==> src/rtl/rlp_pkg.sv <==
package rlp_pkg;

  typedef enum logic [1:0] {
    RLP_IDLE = 2'd0,
    RLP_PLAY = 2'd1,
    RLP_HOLD = 2'd2
  } rlp_state_e;

endpackage

==> src/rtl/rlp_run_table.sv <==
module rlp_run_table #(
  parameter int DEPTH = 16,
  parameter int CNT_W = 15,
  parameter int IDX_W = 4,
  parameter int LEN_W = 5
) (
  input  logic             clk,
  input  logic             rst,
  input  logic             wr_en,
  input  logic [IDX_W-1:0] wr_addr,
  input  logic             wr_bit,
  input  logic [CNT_W-1:0] wr_cnt,
  input  logic             len_we,
  input  logic [LEN_W-1:0] len_val,
  input  logic [IDX_W-1:0] rd_addr,
  output logic [CNT_W-1:0] rd_cnt,
  output logic [DEPTH-1:0] bit_vec,
  output logic [DEPTH-1:0] live_vec
);

  // Counts live in a memory with one write and one registered read port,
  // the shape that maps onto a block RAM. Values and nonzero flags are
  // kept in flops so the next-run search can look at all entries at once.
  logic [CNT_W-1:0] cnt_mem [DEPTH];
  logic [DEPTH-1:0] bit_q;
  logic [DEPTH-1:0] nz_q;
  logic [LEN_W-1:0] len_q;

  always_ff @(posedge clk) begin
    if (wr_en) begin
      cnt_mem[wr_addr] <= wr_cnt;
    end
    rd_cnt <= cnt_mem[rd_addr];
  end

  always_ff @(posedge clk) begin
    if (rst) begin
      bit_q <= '0;
      nz_q  <= '0;
      len_q <= '0;
    end else begin
      if (wr_en) begin
        bit_q[wr_addr] <= wr_bit;
        nz_q[wr_addr]  <= (wr_cnt != '0);
      end
      if (len_we) begin
        len_q <= len_val;
      end
    end
  end

  assign bit_vec = bit_q;

  for (genvar g = 0; g < DEPTH; g++) begin : g_live
    localparam logic [LEN_W-1:0] SLOT = LEN_W'(g);
    assign live_vec[g] = nz_q[g] && (SLOT < len_q);
  end

endmodule

==> src/rtl/rlp_run_finder.sv <==
module rlp_run_finder #(
  parameter int DEPTH = 16,
  parameter int IDX_W = 4
) (
  input  logic [DEPTH-1:0] live_vec,
  input  logic [IDX_W-1:0] from_idx,
  output logic             any_live,
  output logic [IDX_W-1:0] first_idx,
  output logic [IDX_W-1:0] succ_idx,
  output logic             succ_wraps
);

  logic             after_hit;
  logic [IDX_W-1:0] after_idx;

  always_comb begin
    any_live  = |live_vec;
    first_idx = '0;
    after_hit = 1'b0;
    after_idx = '0;
    for (int i = DEPTH - 1; i >= 0; i--) begin
      if (live_vec[i]) begin
        first_idx = IDX_W'(i);
      end
      if (live_vec[i] && (i > int'(from_idx))) begin
        after_hit = 1'b1;
        after_idx = IDX_W'(i);
      end
    end
    succ_wraps = !after_hit;
    succ_idx   = after_hit ? after_idx : first_idx;
  end

endmodule

==> src/rtl/rlp_sequencer.sv <==
module rlp_sequencer
  import rlp_pkg::*;
#(
  parameter int DEPTH = 16,
  parameter int CNT_W = 15,
  parameter int IDX_W = 4
) (
  input  logic             clk,
  input  logic             rst,
  input  logic             start,
  input  logic             cyc_mode,
  input  logic [DEPTH-1:0] bit_vec,
  input  logic             any_live,
  input  logic [IDX_W-1:0] first_idx,
  input  logic [IDX_W-1:0] succ_idx,
  input  logic             succ_wraps,
  input  logic [CNT_W-1:0] rd_cnt,
  output rlp_state_e       state_q,
  output rlp_state_e       state_d,
  output logic [IDX_W-1:0] cur_q,
  output logic [IDX_W-1:0] cur_d,
  output logic [CNT_W-1:0] rem_q,
  output logic             out_q
);

  logic [CNT_W-1:0] rem_d;
  logic             out_d;
  logic             launch;

  // rd_cnt always holds the count of the run that would be loaded next:
  // the first playable run outside playback, the successor during it.
  assign launch = start && any_live && (state_q != RLP_PLAY);

  always_comb begin
    state_d = state_q;
    cur_d   = cur_q;
    rem_d   = rem_q;
    out_d   = out_q;
    if (launch) begin
      state_d = RLP_PLAY;
      cur_d   = first_idx;
      rem_d   = rd_cnt;
      out_d   = bit_vec[first_idx];
    end else begin
      unique case (state_q)
        RLP_IDLE: begin
          out_d = any_live ? bit_vec[first_idx] : 1'b0;
        end
        RLP_PLAY: begin
          if (!any_live) begin
            state_d = RLP_IDLE;
          end else if (rem_q > CNT_W'(1)) begin
            rem_d = rem_q - 1'b1;
          end else if (succ_wraps && !cyc_mode) begin
            state_d = RLP_HOLD;
          end else begin
            cur_d = succ_idx;
            rem_d = rd_cnt;
            out_d = bit_vec[succ_idx];
          end
        end
        RLP_HOLD: begin
          out_d = out_q;
        end
        default: begin
          state_d = RLP_IDLE;
        end
      endcase
    end
  end

  always_ff @(posedge clk) begin
    if (rst) begin
      state_q <= RLP_IDLE;
      cur_q   <= '0;
      rem_q   <= '0;
      out_q   <= 1'b0;
    end else begin
      state_q <= state_d;
      cur_q   <= cur_d;
      rem_q   <= rem_d;
      out_q   <= out_d;
    end
  end

endmodule

==> src/rtl/rlp_pattern_source.sv <==
module rlp_pattern_source
  import rlp_pkg::*;
#(
  parameter int DEPTH = 16,
  parameter int CNT_W = 15,
  localparam int IDX_W = (DEPTH > 1) ? $clog2(DEPTH) : 1,
  localparam int LEN_W = $clog2(DEPTH + 1)
) (
  input  logic             clk,
  input  logic             rst,
  input  logic             cyc_mode,
  input  logic             start,
  input  logic             wr_en,
  input  logic [IDX_W-1:0] wr_addr,
  input  logic             wr_bit,
  input  logic [CNT_W-1:0] wr_cnt,
  input  logic             len_we,
  input  logic [LEN_W-1:0] len_val,
  output logic             pat_out
);

  logic [DEPTH-1:0] bit_vec;
  logic [DEPTH-1:0] live_vec;
  logic [CNT_W-1:0] rd_cnt;
  logic [IDX_W-1:0] rd_addr;

  rlp_state_e       seq_state;
  rlp_state_e       seq_state_d;
  logic [IDX_W-1:0] seq_idx;
  logic [IDX_W-1:0] seq_idx_d;
  logic [CNT_W-1:0] seq_rem;

  logic             now_any;
  logic [IDX_W-1:0] now_first;
  logic [IDX_W-1:0] now_succ;
  logic             now_wraps;
  logic             ahd_any;
  logic [IDX_W-1:0] ahd_first;
  logic [IDX_W-1:0] ahd_succ;
  logic             ahd_wraps;

  rlp_run_table #(
    .DEPTH(DEPTH), .CNT_W(CNT_W), .IDX_W(IDX_W), .LEN_W(LEN_W)
  ) table_i (
    .clk      (clk),
    .rst      (rst),
    .wr_en    (wr_en),
    .wr_addr  (wr_addr),
    .wr_bit   (wr_bit),
    .wr_cnt   (wr_cnt),
    .len_we   (len_we),
    .len_val  (len_val),
    .rd_addr  (rd_addr),
    .rd_cnt   (rd_cnt),
    .bit_vec  (bit_vec),
    .live_vec (live_vec)
  );

  // Successor of the run playing now: used when the current run ends.
  rlp_run_finder #(.DEPTH(DEPTH), .IDX_W(IDX_W)) find_now_i (
    .live_vec   (live_vec),
    .from_idx   (seq_idx),
    .any_live   (now_any),
    .first_idx  (now_first),
    .succ_idx   (now_succ),
    .succ_wraps (now_wraps)
  );

  // Successor of the run that will be playing after this edge: its count
  // is fetched now so a run of length 1 can hand over without a bubble.
  rlp_run_finder #(.DEPTH(DEPTH), .IDX_W(IDX_W)) find_ahead_i (
    .live_vec   (live_vec),
    .from_idx   (seq_idx_d),
    .any_live   (ahd_any),
    .first_idx  (ahd_first),
    .succ_idx   (ahd_succ),
    .succ_wraps (ahd_wraps)
  );

  assign rd_addr = (seq_state_d == RLP_PLAY) ? ahd_succ : now_first;

  rlp_sequencer #(
    .DEPTH(DEPTH), .CNT_W(CNT_W), .IDX_W(IDX_W)
  ) seq_i (
    .clk        (clk),
    .rst        (rst),
    .start      (start),
    .cyc_mode   (cyc_mode),
    .bit_vec    (bit_vec),
    .any_live   (now_any),
    .first_idx  (now_first),
    .succ_idx   (now_succ),
    .succ_wraps (now_wraps),
    .rd_cnt     (rd_cnt),
    .state_q    (seq_state),
    .state_d    (seq_state_d),
    .cur_q      (seq_idx),
    .cur_d      (seq_idx_d),
    .rem_q      (seq_rem),
    .out_q      (pat_out)
  );

  logic unused_ahead;
  assign unused_ahead = ahd_any ^ ahd_wraps ^ (^ahd_first);

endmodule

==> config.mk <==
export PLATFORM = sky130hd
export DESIGN_NAME = rlp_pattern_source
export DESIGN_NICKNAME = d
export VERILOG_FILES = /design/src/rtl/rlp_pkg.sv /design/src/rtl/rlp_run_table.sv /design/src/rtl/rlp_run_finder.sv /design/src/rtl/rlp_sequencer.sv /design/src/rtl/rlp_pattern_source.sv
export SDC_FILE = /design/constraint.sdc
export NUM_CORES = 1
export LEC_CHECK = 0
export BUFFER_PORTS_ARGS = -buffer_cell sky130_fd_sc_hd__buf_4
export CAP_MARGIN = 5
export CORE_ASPECT_RATIO = 0.5
export CORE_MARGIN = 2
export CORE_UTILIZATION = 39
export DETAILED_ROUTE_END_ITERATION = 8
export PLACE_DENSITY = 0.54
export SYNTH_ARGS = -nofsm -noshare
export SYNTH_HDL_FRONTEND = slang
export SYNTH_HIERARCHICAL = 1
export SYNTH_SLANG_ARGS = --single-unit
export TNS_END_PERCENT = 1
==> constraint.sdc <==
create_clock -name clk -period 17.18 [get_ports clk]
set_clock_uncertainty 0.1 [all_clocks]
set_input_delay 2.577 -clock clk [delete_from_list [all_inputs] [get_ports clk]]
set_output_delay 2.577 -clock clk [all_outputs]
set_load 0.03 [all_outputs]
==> results of run 1 <==
## flip-flops by register name, summed over array words and instances, names as in the netlist
signal           flops
table_i/cnt_mem    240
table_i/nz_q        16
seq_i/out_q          1
table_i/rd_cnt      15
seq_i/cur_q          4
table_i/len_q        5
table_i/bit_vec     16
seq_i/rem_q         15
seq_i/state_q        2
## final cells by class
type	instances	share of cell area
repair buffers	59	0.0276
clock inverters	12	0.00530
clock buffers	42	0.0527
multi-input cells	631	0.330
well taps	484	0.0377
flip-flops and latches	314	0.541
inverters	24	0.00561
## power groups by stage
stage          Sequential, mW  Combinational [mW]  Clock [mW]
6_report                0.863               0.264       0.635
5_1_grt                 0.865               0.286       0.680
3_3_place_gp            0.879               0.259           0
2_1_floorplan           0.866               0.207           0
4_1_cts                 0.863               0.264       0.648
3_5_place_dp            0.880               0.263           0
## per-stage QoR
stage	power [mW]	hold WS, ns	cells	utilization	area, µm²
floorplan	1.07	0.349	1035	-	14400
global placement	1.14	0.360	1512	0.419	15100
detailed placement	1.14	0.386	1512	0.419	15100
CTS	1.78	0.396	1566	0.445	16100
global route	1.83	0.424	1566	0.445	16100
finish	1.76	0.394	1566	0.445	16100
## worst max path at each step
| stage | to | startpoint | slack [ns] | cells past startpoint |
|---|---|---|---|---|
| after floorplan | table_i/rd_cnt[10] | start | 11.02 | 18 |
| after global placement | table_i/rd_cnt[8] | start | 9.27 | 14 |
| after detailed placement | table_i/rd_cnt[12] | cyc_mode | 9.14 | 15 |
| after CTS | table_i/rd_cnt[7] | table_i/len_q[0] | 9.56 | 22 |
| after global routing | table_i/rd_cnt[5] | table_i/len_q[1] | 9.06 | 23 |
| final | table_i/rd_cnt[7] | table_i/len_q[0] | 9.56 | 22 |
## worst reg2reg max path: cells and delay by family (launching register included)
kind | cells | cell delay (ns)
AO/OA/AOI/OAI | 9 | 1.97
AND/OR/NAND/NOR | 9 | 3.08
flip-flops | 1 | 0.39
buffers and inverters | 2 | 0.97
multiplexers | 2 | 0.98
## routing by layer
| metal | GRT usage | wire, µm | share of wire |
|---|---|---|---|
| met1 | 0.299 | 18200 | 0.48 |
| met4 | 0.0424 | 634 | 0.017 |
| met3 | 0.0267 | 1770 | 0.046 |
| met2 | 0.314 | 17600 | 0.46 |
| met5 | 0 | 0 | 0 |
==> results.json, run 1 <==
{
  "drtIter0Drc": 1028,
  "slowest_delay_ns": 1.00,
  "r2r_cells": 22,
  "vias_per_cell": 5.93,
  "ys_warn_count": 6,
  "layout.nets": 1092,
  "ir_worst_vdd_mv": 0.0789,
  "vias": 9280,
  "crit_type": "register to register",
  "cp.buffers_inverters": 2,
  "cts_root_buf": "clkbuf_16",
  "cp.arrival_ns": 7.97,
  "final_cell_mix": "edfxtp_1 (240), dfxtp_1 (74), buf_4 (59)",
  "clk_pin_slew_worst_paths_ns": 0.07,
  "dr.pass1.iters": 7,
  "hold_path_class": "register to register",
  "r2r-end": "table_i/rd_cnt[7]",
  "grt_pass1_wl_um": 58200,
  "combPwrFrac": 0.150,
  "max_cap_viol_count": 0,
  "hold_viol": 0,
  "p_int_mw": 1.30,
  "drc": 0,
  "areaGrowthSynthToFinish_pct": 11.8,
  "clockBufferDepth": 3,
  "multi_input_area_um2": 5300,
  "setup_viol": 0,
  "fmax_mhz": 131,
  "rsz0062_at_grt": "false",
  "switching_share": 0.265,
  "wirelength_um": 38200,
  "max_slew_margin": 0.135,
  "ctsResizeCount": 0,
  "grt_pass1_vias": 9131,
  "design.core.area_um2": 36100,
  "io_pins": 32,
  "cts_tree": "yes",
  "whs_path_depth": 2,
  "slowest_stage": "nor2_1",
  "insertion_delay_ns": 0.58,
  "cts.sinks": 314,
  "dp_slack_ns": 9.14,
  "final_common_cell": "edfxtp_1",
  "reg2reg_slack_ns": 9.56,
  "finalMaxSlewViolations": 0,
  "htreeDepth": 1,
  "syn_area_per_cell_um2": 13.9,
  "gp_congestion": 0.850,
  "antenna_found_initial": 0,
  "initial_utilization": 0.398,
  "wl_per_cell_um": 24.4,
  "postSynthCellCount": 1035,
  "crit_family": "simple AND/OR/NAND/NOR gates",
  "drive_gt1_frac": 0.200,
  "seq_area_um2": 8690,
  "tns_ns": 0,
  "p_clk_frac": 0.360,
  "num_rows": 49,
  "powerDensity_nw_per_um2": 110,
  "hpwl_um": 23300,
  "grt_use_total": 0.201,
  "worstHoldStart": "table_i/bit_vec[11]",
  "dieWidth_um": 275,
  "synth.cell_area_um2": 14400,
  "dieArea_um2": 38500,
  "p_seq_frac": 0.490,
  "io_buffers": 31,
  "timing.rr.start": "table_i/len_q[0]",
  "grt_remaining_overflow": 0,
  "synth_nets": 1068,
  "antenna_left": 0,
  "grt_max_degree": 61,
  "critPathMaxFanout": 54,
  "worstSetupEndpointType": "register",
  "status": "completed",
  "holdBufCountCts": 0,
  "finalCritPeriodShare": 0.443,
  "postCtsSetupRepairBufs": 0,
  "p_leak_nw": 5.20,
  "die-height_um": 140,
  "crit_top_cell": "nor2_1",
  "netSwitchingPower_mw": 0.468,
  "crit_chain": "o21ai_0 -> nor2_1 -> o21a_1 -> nor2_1 -> a31oi_4 -> nor4b_4 -> nand4_2 -> inv_1 -> nor2b_1 -> o41a_1 -> a211oi_2 -> nor2_1 -> o31ai_1 -> a21boi_1 -> nor4b_4 -> nand4_2 -> a32oi_1 -> mux2_4 -> buf_4 -> mux4_2 -> a22oi_1 -> nand2_1",
  "period_minus_slack_ns": 7.62,
  "start_kind": "register",
  "cts_buffers": 29,
  "n_antenna_cell": 0,
  "fin_ws_ns": 9.56,
  "worst_pin_slew_ns": 1.29,
  "fillers": 3191,
  "worstPathRequired_ns": 17.53,
  "min_to": "table_i/bit_vec[11]"
}
No activity file was read; power rests on OpenSTA's default activity.
==> run 2: changes to the inputs <==
ABC_AREA = 1   (was unset)
clock period = 7.8 ns   (was 17.18 ns; I/O delays follow)
==> run 2 against run 1 <==
  * First-iteration DRC count fell by 18%
  * Clock power increased by 120%
  * Cell area grew 5.9%
  * Utilization decreased by 0.55 points
  * Flip-flop and latch count did not move
  * Count of clock-buffer cells in the layout down 4
  * Synthesized cell count increased by 80%
  * Via count increased by 27%
  * Sequential power rose by 120%
  * Hold slack gained 0.029 ns
  * Die area up 6.2%
  * Largest power group unchanged
==> results.json, run 2 <==
{
  "worst_pin_slew_ns": 1.17,
  "clockBufferDepth": 3,
  "dieArea_um2": 40900,
  "reg2reg_slack_ns": 1.32,
  "tns_ns": 0,
  "dpl_cell_area_um2": 16100,
  "io_pins": 32,
  "top_register": "table_i/cnt_mem",
  "post-route-cell-area_um2": 17000,
  "die-height_um": 144,
  "hold_viol": 0,
  "synth_nets": 1894,
  "n_antenna_cell": 0,
  "postSynthCellCount": 1861,
  "p_leak_nw": 7.58,
  "num_rows": 51,
  "grt_use_total": 0.202,
  "drtIter0Drc": 840,
  "final_common_cell": "nand2_1",
  "combPwrFrac": 0.159,
  "max_slew_margin": 0.221,
  "place_inst": 2379,
  "max_cap_viol_count": 0,
  "design.core.area_um2": 38700,
  "io_buffers": 31,
  "grt_max_degree": 121,
  "hold_path_class": "register to register",
  "r2r_cells": 31,
  "cts.sinks": 314,
  "start_kind": "register",
  "crit_top_cell": "nand3_1",
  "p_int_mw": 2.85,
  "fmax_mhz": 154,
  "dieWidth_um": 284,
  "hpwl_um": 25600,
  "holdBufCountCts": 0,
  "netSwitchingPower_mw": 1.11,
  "grt_pass1_vias": 11100,
  "period_minus_slack_ns": 6.48,
  "critPathMaxFanout": 60,
  "drc": 0,
  "timing.rr.start": "table_i/len_q[0]",
  "finalCritPeriodShare": 0.831,
  "final_cell_mix": "nand2_1 (555), inv_1 (328), nand3_1 (259)",
  "ir_worst_vdd_mv": 0.161,
  "postCtsSetupRepairBufs": 0,
  "syn_area_per_cell_um2": 8.21,
  "antenna_found_initial": 0,
  "switching_share": 0.280,
  "vias_per_cell": 4.86,
  "min_to": "table_i/nz_q[9]",
  "status": "completed",
  "instances_no_fill": 2433,
  "rsz0062_at_grt": "false",
  "cts_root_buf": "clkbuf_16",
  "setup_viol": 0,
  "dr.pass1.iters": 5,
  "grt_remaining_overflow": 0,
  "worstHoldStart": "table_i/nz_q[9]",
  "initial_utilization": 0.395,
  "worstSetupEndpointType": "register",
  "grt_pass1_wl_um": 63700,
  "worstPathRequired_ns": 8.20,
  "p_clk_frac": 0.359,
  "p_seq_frac": 0.483,
  "cts_buffers": 29,
  "ctsResizeCount": 0,
  "largest_reg_flops": 240,
  "gp_congestion": 0.932,
  "crit_type": "register to register",
  "slowest_stage": "a211oi_1",
  "drive_gt1_frac": 0.0694,
  "antenna_left": 0,
  "ys_warn_count": 6,
  "htreeDepth": 1,
  "hold-worst-slack_ns": 0.423,
  "slowest_delay_ns": 0.79,
  "areaGrowthSynthToFinish_pct": 11.3,
  "cts_tree": "yes",
  "wirelength_um": 41100,
  "vias": 11800,
  "clk_pin_slew_worst_paths_ns": 0.06,
  "synth.cell_area_um2": 15300,
  "layout.nets": 1913,
  "insertion_delay_ns": 0.58,
  "final_core_util": 0.439,
  "wl_per_cell_um": 16.9,
  "whs_path_depth": 2,
  "powerDensity_nw_per_um2": 232,
  "r2r-end": "table_i/rd_cnt[12]",
  "finalMaxSlewViolations": 0,
  "cp.arrival_ns": 6.88
}
run 2: power groups by stage:
stage | clock [mW] | sequential (mW) | combinational (mW)
floorplan | 0 | 1.92 | 0.461
finish | 1.42 | 1.91 | 0.628
global route | 1.52 | 1.91 | 0.711
CTS | 1.45 | 1.91 | 0.630
detailed placement | 0 | 1.94 | 0.625
global placement | 0 | 1.94 | 0.625
run 2: per-stage QoR:
stage                     setup WS, ns  total power [mW]
after floorplan                   3.18              2.38
after global placement            1.40              2.57
after detailed placement          1.38              2.57
after CTS                         1.37              3.99
after global routing             0.587              4.14
final                             1.32              3.95
run 2: metal layers:
layer / vias up / GRT usage / part of all wire
li1: 5962 / - / -
met1: 5578 / 0.294 / 0.50
met2: 240 / 0.324 / 0.43
met3: 51 / 0.0289 / 0.045
met4: 0 / 0.0423 / 0.018
met5: - / 0 / 0
run 2: area by class of cell:
type	count	area (µm²)
flip-flops and latches	314	8690
clock buffers	38	769
multi-input cells	1146	5050
well taps	530	663
fillers	3863	21700
repair buffers	51	408
inverters	338	1270
clock inverters	16	161
run 2: worst max-delay path by stage:
stage                                start                  to  depth (start not counted)
after global placement    table_i/len_q[0]  table_i/rd_cnt[12]                         31
after CTS                 table_i/len_q[0]  table_i/rd_cnt[12]                         31
after floorplan           table_i/len_q[0]   table_i/rd_cnt[8]                         35
after global routing      table_i/len_q[0]  table_i/rd_cnt[13]                         31
after detailed placement  table_i/len_q[0]   table_i/rd_cnt[7]                         31
final                     table_i/len_q[0]  table_i/rd_cnt[12]                         31
run 2: critical path, delay by kind of cell (launching register included):
| family | cells | cell delay (ns) |
|---|---|---|
| flops | 1 | 0.45 |
| buf+inv | 4 | 1.09 |
| compound gates | 4 | 1.84 |
| simple gates | 23 | 2.91 |
